[config.mk]
export PLATFORM = sky130hd
export DESIGN_NAME = vlat_pipe
export DESIGN_NICKNAME = d
export VERILOG_FILES = /design/src/rtl/vlp_pkg.sv /design/src/rtl/vlp_regfile.sv /design/src/rtl/vlp_opsel.sv /design/src/rtl/vlp_exec.sv /design/src/rtl/vlat_pipe.sv
export SDC_FILE = /design/constraint.sdc
export NUM_CORES = 1
export LEC_CHECK = 0
export ABC_AREA = 1
export BUFFER_PORTS_ARGS = -buffer_cell sky130_fd_sc_hd__buf_2
export CAP_MARGIN = 20
export CORE_MARGIN = 3
export CORE_UTILIZATION = 40
export DETAILED_ROUTE_END_ITERATION = 6
export PLACE_DENSITY = 0.59
export SLEW_MARGIN = 20
export SYNTH_ARGS = -nofsm -noshare
export SYNTH_HDL_FRONTEND = slang
export SYNTH_SLANG_ARGS = --single-unit
[constraint.sdc]
create_clock -name clk -period 27.7 [get_ports clk]
set_input_delay 2.77 -clock clk [delete_from_list [all_inputs] [get_ports clk]]
set_output_delay 2.77 -clock clk [all_outputs]
set_load 0.1 [all_outputs]
[src/rtl/vlp_pkg.sv]
package vlp_pkg;
    localparam int XLEN = 16;
    localparam int NREG = 8;
    localparam int RIDX = $clog2(NREG);

    typedef logic [XLEN-1:0] word_t;
    typedef logic [RIDX-1:0] ridx_t;

    typedef enum logic [1:0] {
        OP_ADD = 2'd0,
        OP_SUB = 2'd1,
        OP_MUL = 2'd2,
        OP_DIV = 2'd3
    } op_t;

    typedef struct packed {
        op_t   op;
        ridx_t dst;
        ridx_t sa;
        ridx_t sb;
    } instr_t;

    localparam int IW = $bits(instr_t);
endpackage

[src/rtl/vlp_regfile.sv]
module vlp_regfile
    import vlp_pkg::*;
(
    input  logic  clk,
    input  logic  rst_n,
    input  logic  we,
    input  ridx_t wa,
    input  word_t wd,
    input  ridx_t ra0,
    input  ridx_t ra1,
    input  ridx_t rp,
    output word_t rd0,
    output word_t rd1,
    output word_t rpd
);
    word_t regs [NREG];

    always_ff @(posedge clk or negedge rst_n) begin
        if (!rst_n) begin
            for (int k = 0; k < NREG; k++) regs[k] <= word_t'(k + 1);
        end else if (we) begin
            regs[wa] <= wd;
        end
    end

    assign rd0 = regs[ra0];
    assign rd1 = regs[ra1];
    assign rpd = regs[rp];
endmodule

[src/rtl/vlp_opsel.sv]
module vlp_opsel
    import vlp_pkg::*;
(
    input  ridx_t src,
    input  word_t rf_val,
    input  logic  ex_v,
    input  logic  ex_fin,
    input  ridx_t ex_rd,
    input  word_t ex_res,
    input  logic  wb_v,
    input  ridx_t wb_rd,
    input  word_t wb_val,
    output word_t val,
    output logic  raw
);
    // newest producer wins: execute result, then writeback, then the file
    always_comb begin
        if (ex_fin && src == ex_rd)     val = ex_res;
        else if (wb_v && src == wb_rd)  val = wb_val;
        else                            val = rf_val;
    end

    assign raw = ex_v && !ex_fin && (src == ex_rd);
endmodule

[src/rtl/vlp_exec.sv]
module vlp_exec
    import vlp_pkg::*;
#(
    parameter int MUL_CYC = 2,
    parameter int DIV_CYC = 3,
    localparam int MAXC = (MUL_CYC > DIV_CYC) ? MUL_CYC : DIV_CYC,
    localparam int LW = $clog2(MAXC + 1)
) (
    input  logic  clk,
    input  logic  rst_n,
    input  logic  load,
    input  op_t   op_in,
    input  word_t a_in,
    input  word_t b_in,
    input  ridx_t rd_in,
    output logic  busy,
    output logic  first,
    output logic  fin,
    output op_t   op_q,
    output ridx_t rd_q,
    output word_t res
);
    typedef enum logic {EX_IDLE, EX_RUN} ex_state_t;
    ex_state_t       st;
    word_t           a_q, b_q;
    logic [LW-1:0]   elapsed, lat_m1;

    always_comb begin
        unique case (op_q)
            OP_MUL:  lat_m1 = LW'(MUL_CYC - 1);
            OP_DIV:  lat_m1 = LW'(DIV_CYC - 1);
            default: lat_m1 = '0;
        endcase
    end

    always_ff @(posedge clk or negedge rst_n) begin
        if (!rst_n) begin
            st      <= EX_IDLE;
            elapsed <= '0;
            op_q    <= OP_ADD;
            rd_q    <= '0;
            a_q     <= '0;
            b_q     <= '0;
        end else if (load) begin
            st      <= EX_RUN;
            elapsed <= '0;
            op_q    <= op_in;
            rd_q    <= rd_in;
            a_q     <= a_in;
            b_q     <= b_in;
        end else if (fin) begin
            st      <= EX_IDLE;
        end else if (st == EX_RUN) begin
            elapsed <= elapsed + 1'b1;
        end
    end

    assign busy  = (st == EX_RUN);
    assign first = busy && (elapsed == '0);
    assign fin   = busy && (elapsed == lat_m1);

    always_comb begin
        unique case (op_q)
            OP_ADD: res = a_q + b_q;
            OP_SUB: res = a_q - b_q;
            OP_MUL: res = a_q * b_q;
            OP_DIV: res = (b_q == '0) ? '1 : a_q / b_q;
        endcase
    end
endmodule

[src/rtl/vlat_pipe.sv]
module vlat_pipe
    import vlp_pkg::*;
#(
    parameter int IMEM_DEPTH = 16,
    parameter int MUL_CYC = 2,
    parameter int DIV_CYC = 3,
    parameter int CNT_W = 16,
    localparam int AW = $clog2(IMEM_DEPTH),
    localparam int PW = $clog2(IMEM_DEPTH + 1)
) (
    input  logic             clk,
    input  logic             rst_n,
    input  logic             load_en,
    input  logic [AW-1:0]    load_addr,
    input  logic [IW-1:0]    load_word,
    input  logic [PW-1:0]    prog_len,
    input  logic [RIDX-1:0]  peek_idx,
    output logic [XLEN-1:0]  peek_val,
    output logic             wb_valid,
    output logic [RIDX-1:0]  wb_dst,
    output logic [XLEN-1:0]  wb_value,
    output logic             done,
    output logic [CNT_W-1:0] cycle_count,
    output logic [CNT_W-1:0] retired_count
);
    typedef enum logic [1:0] {CT_FETCH, CT_DRAIN, CT_DONE} ctl_t;
    ctl_t state, state_nx;

    instr_t        imem [IMEM_DEPTH];
    logic [PW-1:0] pc;
    logic          id_v, of_v;
    instr_t        id_q, of_q;
    logic          wb_v_q;
    ridx_t         wb_rd_q;
    word_t         wb_val_q;

    logic  ex_v, ex_first, ex_fin;
    op_t   ex_op;
    ridx_t ex_rd;
    word_t ex_res;

    ridx_t src   [2];
    word_t rf_rd [2];
    word_t opv   [2];
    logic  raw   [2];

    logic ex_free, raw_hold, of_go, of_free, id_go, id_free;
    logic fetch_go, last_fetch, last_wb;

    always_ff @(posedge clk) begin
        if (load_en) imem[load_addr] <= instr_t'(load_word);
    end

    assign src[0] = of_q.sa;
    assign src[1] = of_q.sb;

    vlp_regfile u_rf (
        .clk(clk), .rst_n(rst_n),
        .we(wb_v_q), .wa(wb_rd_q), .wd(wb_val_q),
        .ra0(src[0]), .ra1(src[1]), .rp(peek_idx),
        .rd0(rf_rd[0]), .rd1(rf_rd[1]), .rpd(peek_val)
    );

    for (genvar s = 0; s < 2; s++) begin : g_src
        vlp_opsel u_sel (
            .src(src[s]), .rf_val(rf_rd[s]),
            .ex_v(ex_v), .ex_fin(ex_fin), .ex_rd(ex_rd), .ex_res(ex_res),
            .wb_v(wb_v_q), .wb_rd(wb_rd_q), .wb_val(wb_val_q),
            .val(opv[s]), .raw(raw[s])
        );
    end

    vlp_exec #(.MUL_CYC(MUL_CYC), .DIV_CYC(DIV_CYC)) u_ex (
        .clk(clk), .rst_n(rst_n),
        .load(of_go), .op_in(of_q.op), .a_in(opv[0]), .b_in(opv[1]), .rd_in(of_q.dst),
        .busy(ex_v), .first(ex_first), .fin(ex_fin),
        .op_q(ex_op), .rd_q(ex_rd), .res(ex_res)
    );

    // stall chain, back to front
    assign ex_free  = !ex_v || ex_fin;
    assign raw_hold = of_v && (raw[0] || raw[1]);
    assign of_go    = of_v && ex_free && !raw_hold;
    assign of_free  = !of_v || of_go;
    assign id_go    = id_v && of_free;
    assign id_free  = !id_v || id_go;
    assign last_wb  = wb_v_q && (retired_count == CNT_W'(prog_len) - 1'b1);

    // state register
    always_ff @(posedge clk or negedge rst_n) begin
        if (!rst_n) state <= CT_FETCH;
        else        state <= state_nx;
    end

    // outputs and next state
    always_comb begin
        fetch_go   = 1'b0;
        last_fetch = 1'b0;
        done       = 1'b0;
        state_nx   = state;
        unique case (state)
            CT_FETCH: begin
                fetch_go   = id_free;
                last_fetch = id_free && (pc == prog_len - 1'b1);
                if (last_fetch) state_nx = CT_DRAIN;
            end
            CT_DRAIN: begin
                if (last_wb) state_nx = CT_DONE;
            end
            CT_DONE: begin
                done = 1'b1;
            end
            default: state_nx = CT_FETCH;
        endcase
    end

    always_ff @(posedge clk or negedge rst_n) begin
        if (!rst_n) begin
            pc            <= '0;
            id_v          <= 1'b0;
            of_v          <= 1'b0;
            id_q          <= '0;
            of_q          <= '0;
            wb_v_q        <= 1'b0;
            wb_rd_q       <= '0;
            wb_val_q      <= '0;
            cycle_count   <= '0;
            retired_count <= '0;
        end else begin
            if (fetch_go) begin
                id_q <= imem[pc[AW-1:0]];
                id_v <= 1'b1;
                pc   <= pc + 1'b1;
            end else if (id_go) begin
                id_v <= 1'b0;
            end
            if (id_go) begin
                of_q <= id_q;
                of_v <= 1'b1;
            end else if (of_go) begin
                of_v <= 1'b0;
            end
            wb_v_q   <= ex_fin;
            wb_rd_q  <= ex_rd;
            wb_val_q <= ex_res;
            if (state != CT_DONE) begin
                cycle_count <= cycle_count + 1'b1;
                if (wb_v_q) retired_count <= retired_count + 1'b1;
            end
        end
    end

    assign wb_valid = wb_v_q;
    assign wb_dst   = wb_rd_q;
    assign wb_value = wb_val_q;
endmodule

==> qor.txt, run 1 <==
Final setup viols: 0
WHS: 471 ps
Die width: 293 um
Global Route Usage Sum: 23.6%
Largest net degree at the start of global routing: 161
N_diodes: 0
Clk slew on worst S/H paths: 60 ps
Clock sink total: 427
DRT Wirelength: 102000 um
Routability-driven placement congestion ratio: 0.940
Worst Tran Pin Value: 1040 ps
Via count of the first global-routing pass: 27400
Synth warn: 0
Vias: 28600
Worst path most repeated cell: nand2_1
Slowest CP cell: dfrtp_1
GR Layer Usage met1: 32.0%
Post-synth EDFFs: 176
GR Util met3: 4.22%
Top Usage Layer GRT: met2
Fraction of final layout cells sized beyond drive strength 1: 11.4%
Post-route ant nets: 0
Area grow syn2layout: 10.1%
GRT overflow: 0
Fill cells: 8161
Syn avg cell area: 7.85 um^2
Required @ worst endpoint: 28140 ps
Status: completed
Commonest non-fill, non-tap cell in the layout: nand2_1
Synth async-reset ratio: 58.8%
Worst-Skew Late Latency: 600 ps
Seq/Total Area, Yosys: 35.3%
# IOs: 95
# port buffers: 94
Final min period: 25060 ps
Mapped cell area: 32800 um^2
CP Class: reg -> reg
F_max: 39.9 MHz
Library cells used by synthesis: 74
First-pass GRT wire length: 159000 um
Met2 Use GR: 38.1%
DRC errors left: 0
Die height: 293 um
Ys flop type: dfrtp_1
CTS H-tree lvls: 2
Die ar.: 85600 um^2
Standard-cell rows: 104
Avg WL per Cell: 19.3 um
Period Utilization, post-route: 90.5%
Clk buf depth: 3
Layout Cells excl Fill: 5298
Vias per cell: 5.40
Pre-antenna DRT Iters: 6
Mapped Cells: 4181
Worst path max stage delay: 360 ps
Max cap viols: 0
Hold Path Class: reg -> reg
Final Hold Vio Count: 0
Setup TNS: 0 ps
CTS tree: done
Crit-path max FO: 18
Most frequent cells in the layout: nand2_1, inv_1, o21ai_0
Crit path DAT: 25510 ps
Cts bufs inserted: 45
CTS root buf: clkbuf_16
Initial antenna violation count: 2
Critical path capture point type: flop
Syn Nets: 4497
# hold bufs at CTS: 0
# nets final: 4517
DR iter-0 viols: 2253
Startpoint type of the worst setup path: flop
HPWL after DPL: 70000 um
Cell total after placement: 5192
Final Max Tran Viols: 0
Core Area: 80900 um^2
Relative slew slack: 30.3%
Setup Skew: 17.0 ps
Number of synthesized register bits: 427
Initial Util: 40.6%
## per-stage QoR
step	setup slack (ps)	util, %	area [um^2]
6_report	2640	44.7	36100
5_1_grt	-64.2	44.7	36100
4_1_cts	630	44.3	35900
3_5_place_dp	724	42.4	34300
3_3_place_gp	1160	42.4	34300
2_1_floorplan	5330	-	32800
## path summary, 6_finish.rpt
path                                                   from  depth (start not counted)  slack (ps)                           to
worst max-delay path                u_ex.b_q[3]$_DFFE_PN0P_                        182        2640      u_ex.a_q[0]$_DFFE_PN0P_
worst min-delay path            cycle_count[15]$_DFFE_PN0N_                          1         470  cycle_count[15]$_DFFE_PN0N_
worst max register to register      u_ex.b_q[3]$_DFFE_PN0P_                        182        2640      u_ex.a_q[0]$_DFFE_PN0P_
min in group asynchronous                             rst_n                          1        2160    u_rf.regs[65]$_DFFE_PN0P_
worst min register to register  cycle_count[15]$_DFFE_PN0N_                          1         470  cycle_count[15]$_DFFE_PN0N_
max in group asynchronous                             rst_n                          2       24130      u_ex.b_q[8]$_DFFE_PN0P_
## worst max-delay path: cells and delay by family (launching register included)
kind,cells,cell delay [ps]
compound gates,35,5630
xor+xnor,1,180
fa+ha+maj,15,4650
buf+inv,28,3000
flops,1,360
simple gates,103,10990
## what timing repair did
item / in CTS / in global routing
resized for setup: 0 / 25
setup endpoints to repair: 0 / 6
buffers inserted: 0 / 21
## cells in the mapped netlist, types with 3 or more instances
library cell,count,share of area (%)
inv_1,506,5.8
and2_1,18,0.34
nor2_1,342,3.9
o21ai_0,479,7.3
inv_2,21,0.24
o221ai_1,29,0.77
buf_1,13,0.15
clkinv_1,6,0.069
nand2_1,830,9.5
a31oi_1,31,0.59
nand4_1,17,0.32
o22ai_1,20,0.38
o211ai_1,94,2.1
fa_1,81,4.9
o32ai_1,26,0.69
a211oi_1,11,0.25
or2_2,33,0.63
dfrtp_1,238,18
o21ai_2,13,0.35
a21oi_2,5,0.13
nand3b_1,8,0.18
buf_2,11,0.17
ha_1,209,8.0
a21o_1,5,0.11
nand3_2,50,1.5
a221oi_1,3,0.080
xnor2_1,54,1.4
nand3_1,153,2.3
nor2_2,5,0.095
or2_1,3,0.057
nor4_1,9,0.17
o21a_1,4,0.091
buf_4,7,0.16
a21oi_1,213,3.2
clkbuf_1,173,2.0
mux2i_1,19,0.58
dfstp_2,13,1.0
a41oi_1,12,0.32
nor3_1,30,0.46
edfxtp_1,176,16
xor2_1,93,2.5
o21bai_1,12,0.27
o21ai_1,27,0.41
nand2_2,36,0.69
nand2_4,5,0.17
## area by class of cell
| cell class | instances | area, um^2 | area share (%) |
|---|---|---|---|
| clock buffers | 58 | 1210 | 3.36 |
| clock inverters | 26 | 303 | 0.838 |
| inverters | 533 | 2020 | 5.60 |
| multi-input cells | 3014 | 18500 | 51.3 |
| flip-flops and latches | 427 | 11600 | 32.1 |
| well taps | 1060 | 1330 | 3.67 |
| repair buffers | 179 | 1140 | 3.15 |
| repair inverters | 1 | 5.00 | 0.0138 |
## metal layers
metal	wire [um]	vias to the layer above
met4	3610	4
met3	7090	174
met2	46300	862
li1	-	14000
met5	27	-
met1	45300	13600
## cells by family (layout without fill, tap and decap cells)
kind of cell | after synthesis | after routing | synth area share (%)
flip-flops | 427 | 427 | 35.3
AO/OA/AOI/OAI | 1005 | 1005 | 17.8
XOR/XNOR | 147 | 147 | 3.92
multiplexers | 20 | 20 | 0.613
buffers and inverters | 740 | 797 | 8.66
adder cells (fa/ha/maj) | 290 | 290 | 12.9
AND/OR/NAND/NOR | 1552 | 1552 | 20.8
## registers in the layout, summed over array words and instances, names as in the netlist
register / flops
wb_value: 16
pc: 5
u_ex.op_q: 2
state: 2
u_ex.elapsed: 2
of_v: 1
cycle_count: 16
u_rf.regs: 128
u_ex.rd_q: 3
u_ex.b_q: 16
of_q: 11
u_ex.busy: 1
wb_valid: 1
id_q: 11
u_ex.a_q: 16
retired_count: 16
wb_dst: 3
id_v: 1
imem: 176
Power of run 1 is left out: the tool's default activity adds up to more than one toggle a clock period on the data nets, which glitch-free logic cannot reach.
==> inputs of run 2 (changes only) <==
--- a/config.mk
+++ b/config.mk
@@ -9,9 +9,11 @@
 export BUFFER_PORTS_ARGS = -buffer_cell sky130_fd_sc_hd__buf_2
 export CAP_MARGIN = 20
 export CORE_MARGIN = 3
-export CORE_UTILIZATION = 40
+export CORE_UTILIZATION = 43
+export CTS_BUF_LIST = sky130_fd_sc_hd__clkbuf_4 sky130_fd_sc_hd__clkbuf_8 sky130_fd_sc_hd__clkbuf_16
 export DETAILED_ROUTE_END_ITERATION = 6
-export PLACE_DENSITY = 0.59
+export GPL_TIMING_DRIVEN = 1
+export PLACE_DENSITY = 0.63
 export SLEW_MARGIN = 20
 export SYNTH_ARGS = -nofsm -noshare
 export SYNTH_HDL_FRONTEND = slang
==> qor.txt, run 2 (synthesized netlist as in run 1, its figures left out) <==
Startpoint type of the worst setup path: flop
# IOs: 95
Slowest CP cell: dfrtp_1
Commonest non-fill, non-tap cell in the layout: nand2_1
N_diodes: 0
CTS root buf: clkbuf_16
Crit path DAT: 25430 ps
Worst Tran Pin Value: 1150 ps
Fraction of final layout cells sized beyond drive strength 1: 11.2%
Core Area: 75100 um^2
Period Utilization, post-route: 90.3%
Final Cell Area: 35800 um^2
Final Hold Vio Count: 0
Number of flip-flops under the largest register name: 176
Pre-antenna DRT Iters: 7
CTS H-tree lvls: 2
Vias per cell: 5.62
Via count of the first global-routing pass: 27600
GRT overflow: 0
# nets final: 4507
Worst-Skew Late Latency: 570 ps
Die height: 282 um
Worst path most repeated cell: nand2_1
Largest reg by FF count: imem
Routability-driven placement congestion ratio: 0.961
DRC errors left: 0
Status: completed
Setup Skew: 27.0 ps
Final setup viols: 0
F_max: 40.0 MHz
HPWL after DPL: 69100 um
Clk buf depth: 3
WHS: 471 ps
Die width: 282 um
Relative slew slack: 21.9%
First-pass GRT wire length: 159000 um
Cts bufs inserted: 42
CTS tree: done
Max cap viols: 0
Area grow syn2layout: 9.05%
Multi-input logic area: 18500 um^2
Clk slew on worst S/H paths: 70 ps
Die ar.: 79700 um^2
Worst path max stage delay: 650 ps
Critical path capture point type: flop
Largest net degree at the start of global routing: 94
Final Max Tran Viols: 0
Initial Util: 43.7%
Post-route ant nets: 0
Required @ worst endpoint: 28120 ps
CP Class: reg -> reg
Top flop regs: imem (176), u_rf.regs (128)
Placed Area: 34200 um^2
# port buffers: 94
Most frequent cells in the layout: nand2_1, inv_1, o21ai_0
Clock sink total: 427
Standard-cell rows: 100
Initial antenna violation count: 3
Avg WL per Cell: 19.6 um
DR iter-0 viols: 2786
Crit-path max FO: 18
Register area: 11600 um^2
Setup TNS: 0 ps
Hold Path Class: reg -> reg
Vias: 29200
Global Route Usage Sum: 25.4%
DRT Wirelength: 102000 um
Fill cells: 7316
Final min period: 25010 ps
==> run 2: cell count changes in the layout (fill, tap and decap cells not counted), moves of 5 or more <==
cell      before  now
clkbuf_4       0   13
clkinv_2      10    5
buf_4         84   77
clkbuf_1       9    0
==> run 2: final timing paths <==
path	startpoint	endpoint	slack, ps	cells past startpoint
worst max register to register	u_ex.b_q[9]$_DFFE_PN0P_	u_ex.a_q[0]$_DFFE_PN0P_	2690	175
worst min-delay path	cycle_count[15]$_DFFE_PN0N_	cycle_count[15]$_DFFE_PN0N_	470	1
worst max-delay path	u_ex.b_q[9]$_DFFE_PN0P_	u_ex.a_q[0]$_DFFE_PN0P_	2690	175
max in group asynchronous	rst_n	of_q[0]$_DFFE_PN0P_	24000	2
worst min register to register	cycle_count[15]$_DFFE_PN0N_	cycle_count[15]$_DFFE_PN0N_	470	1
min in group asynchronous	rst_n	u_rf.regs[110]$_DFFE_PN0P_	2180	1
==> run 2: routing by layer <==
layer  wire (um)  track usage, %
met2       45200            40.3
met4        4200            9.24
met5          17               0
met1       44400            35.4
met3        7910            3.56
==> run 2: per-stage QoR <==
step           setup WS [ps]  util (%)  instances
2_1_floorplan           5330         -       4181
3_3_place_gp            1670      45.6       5103
3_5_place_dp             984      45.6       5103
4_1_cts                  976      47.5       5181
5_1_grt                -40.9      47.7       5194
6_report                2690      47.7       5194
==> run 2: layout make-up <==
type | count | area share (%)
Inverter | 533 | 5.65
Multi-Input combinational cell | 3014 | 51.6
Tap cell | 969 | 3.39
Timing Repair inverter | 2 | 0.0349
Sequential cell | 427 | 32.4
Timing Repair Buffer | 171 | 2.97
Clock buffer | 59 | 3.36
Clock inverter | 19 | 0.608
==> run 2: repair_timing <==
action / 4_1_cts / 5_1_grt
endpoints found under the setup margin: 0 / 6
hold buffers: 0 / 0
gates resized for setup: 0 / 21
buffers inserted: 0 / 11
==> run 2: critical path, delay by kind of cell, from the launching register on <==
family	cells	cell delay [ps]
DFF	1	650
buffers and inverters	17	1910
and+or+nand+nor	106	11470
adders and majority gates	15	4670
xor gates and xnor gates	1	170
AOI/OAI and AO/OA	36	5950
Power of run 2 is left out for the same reason.
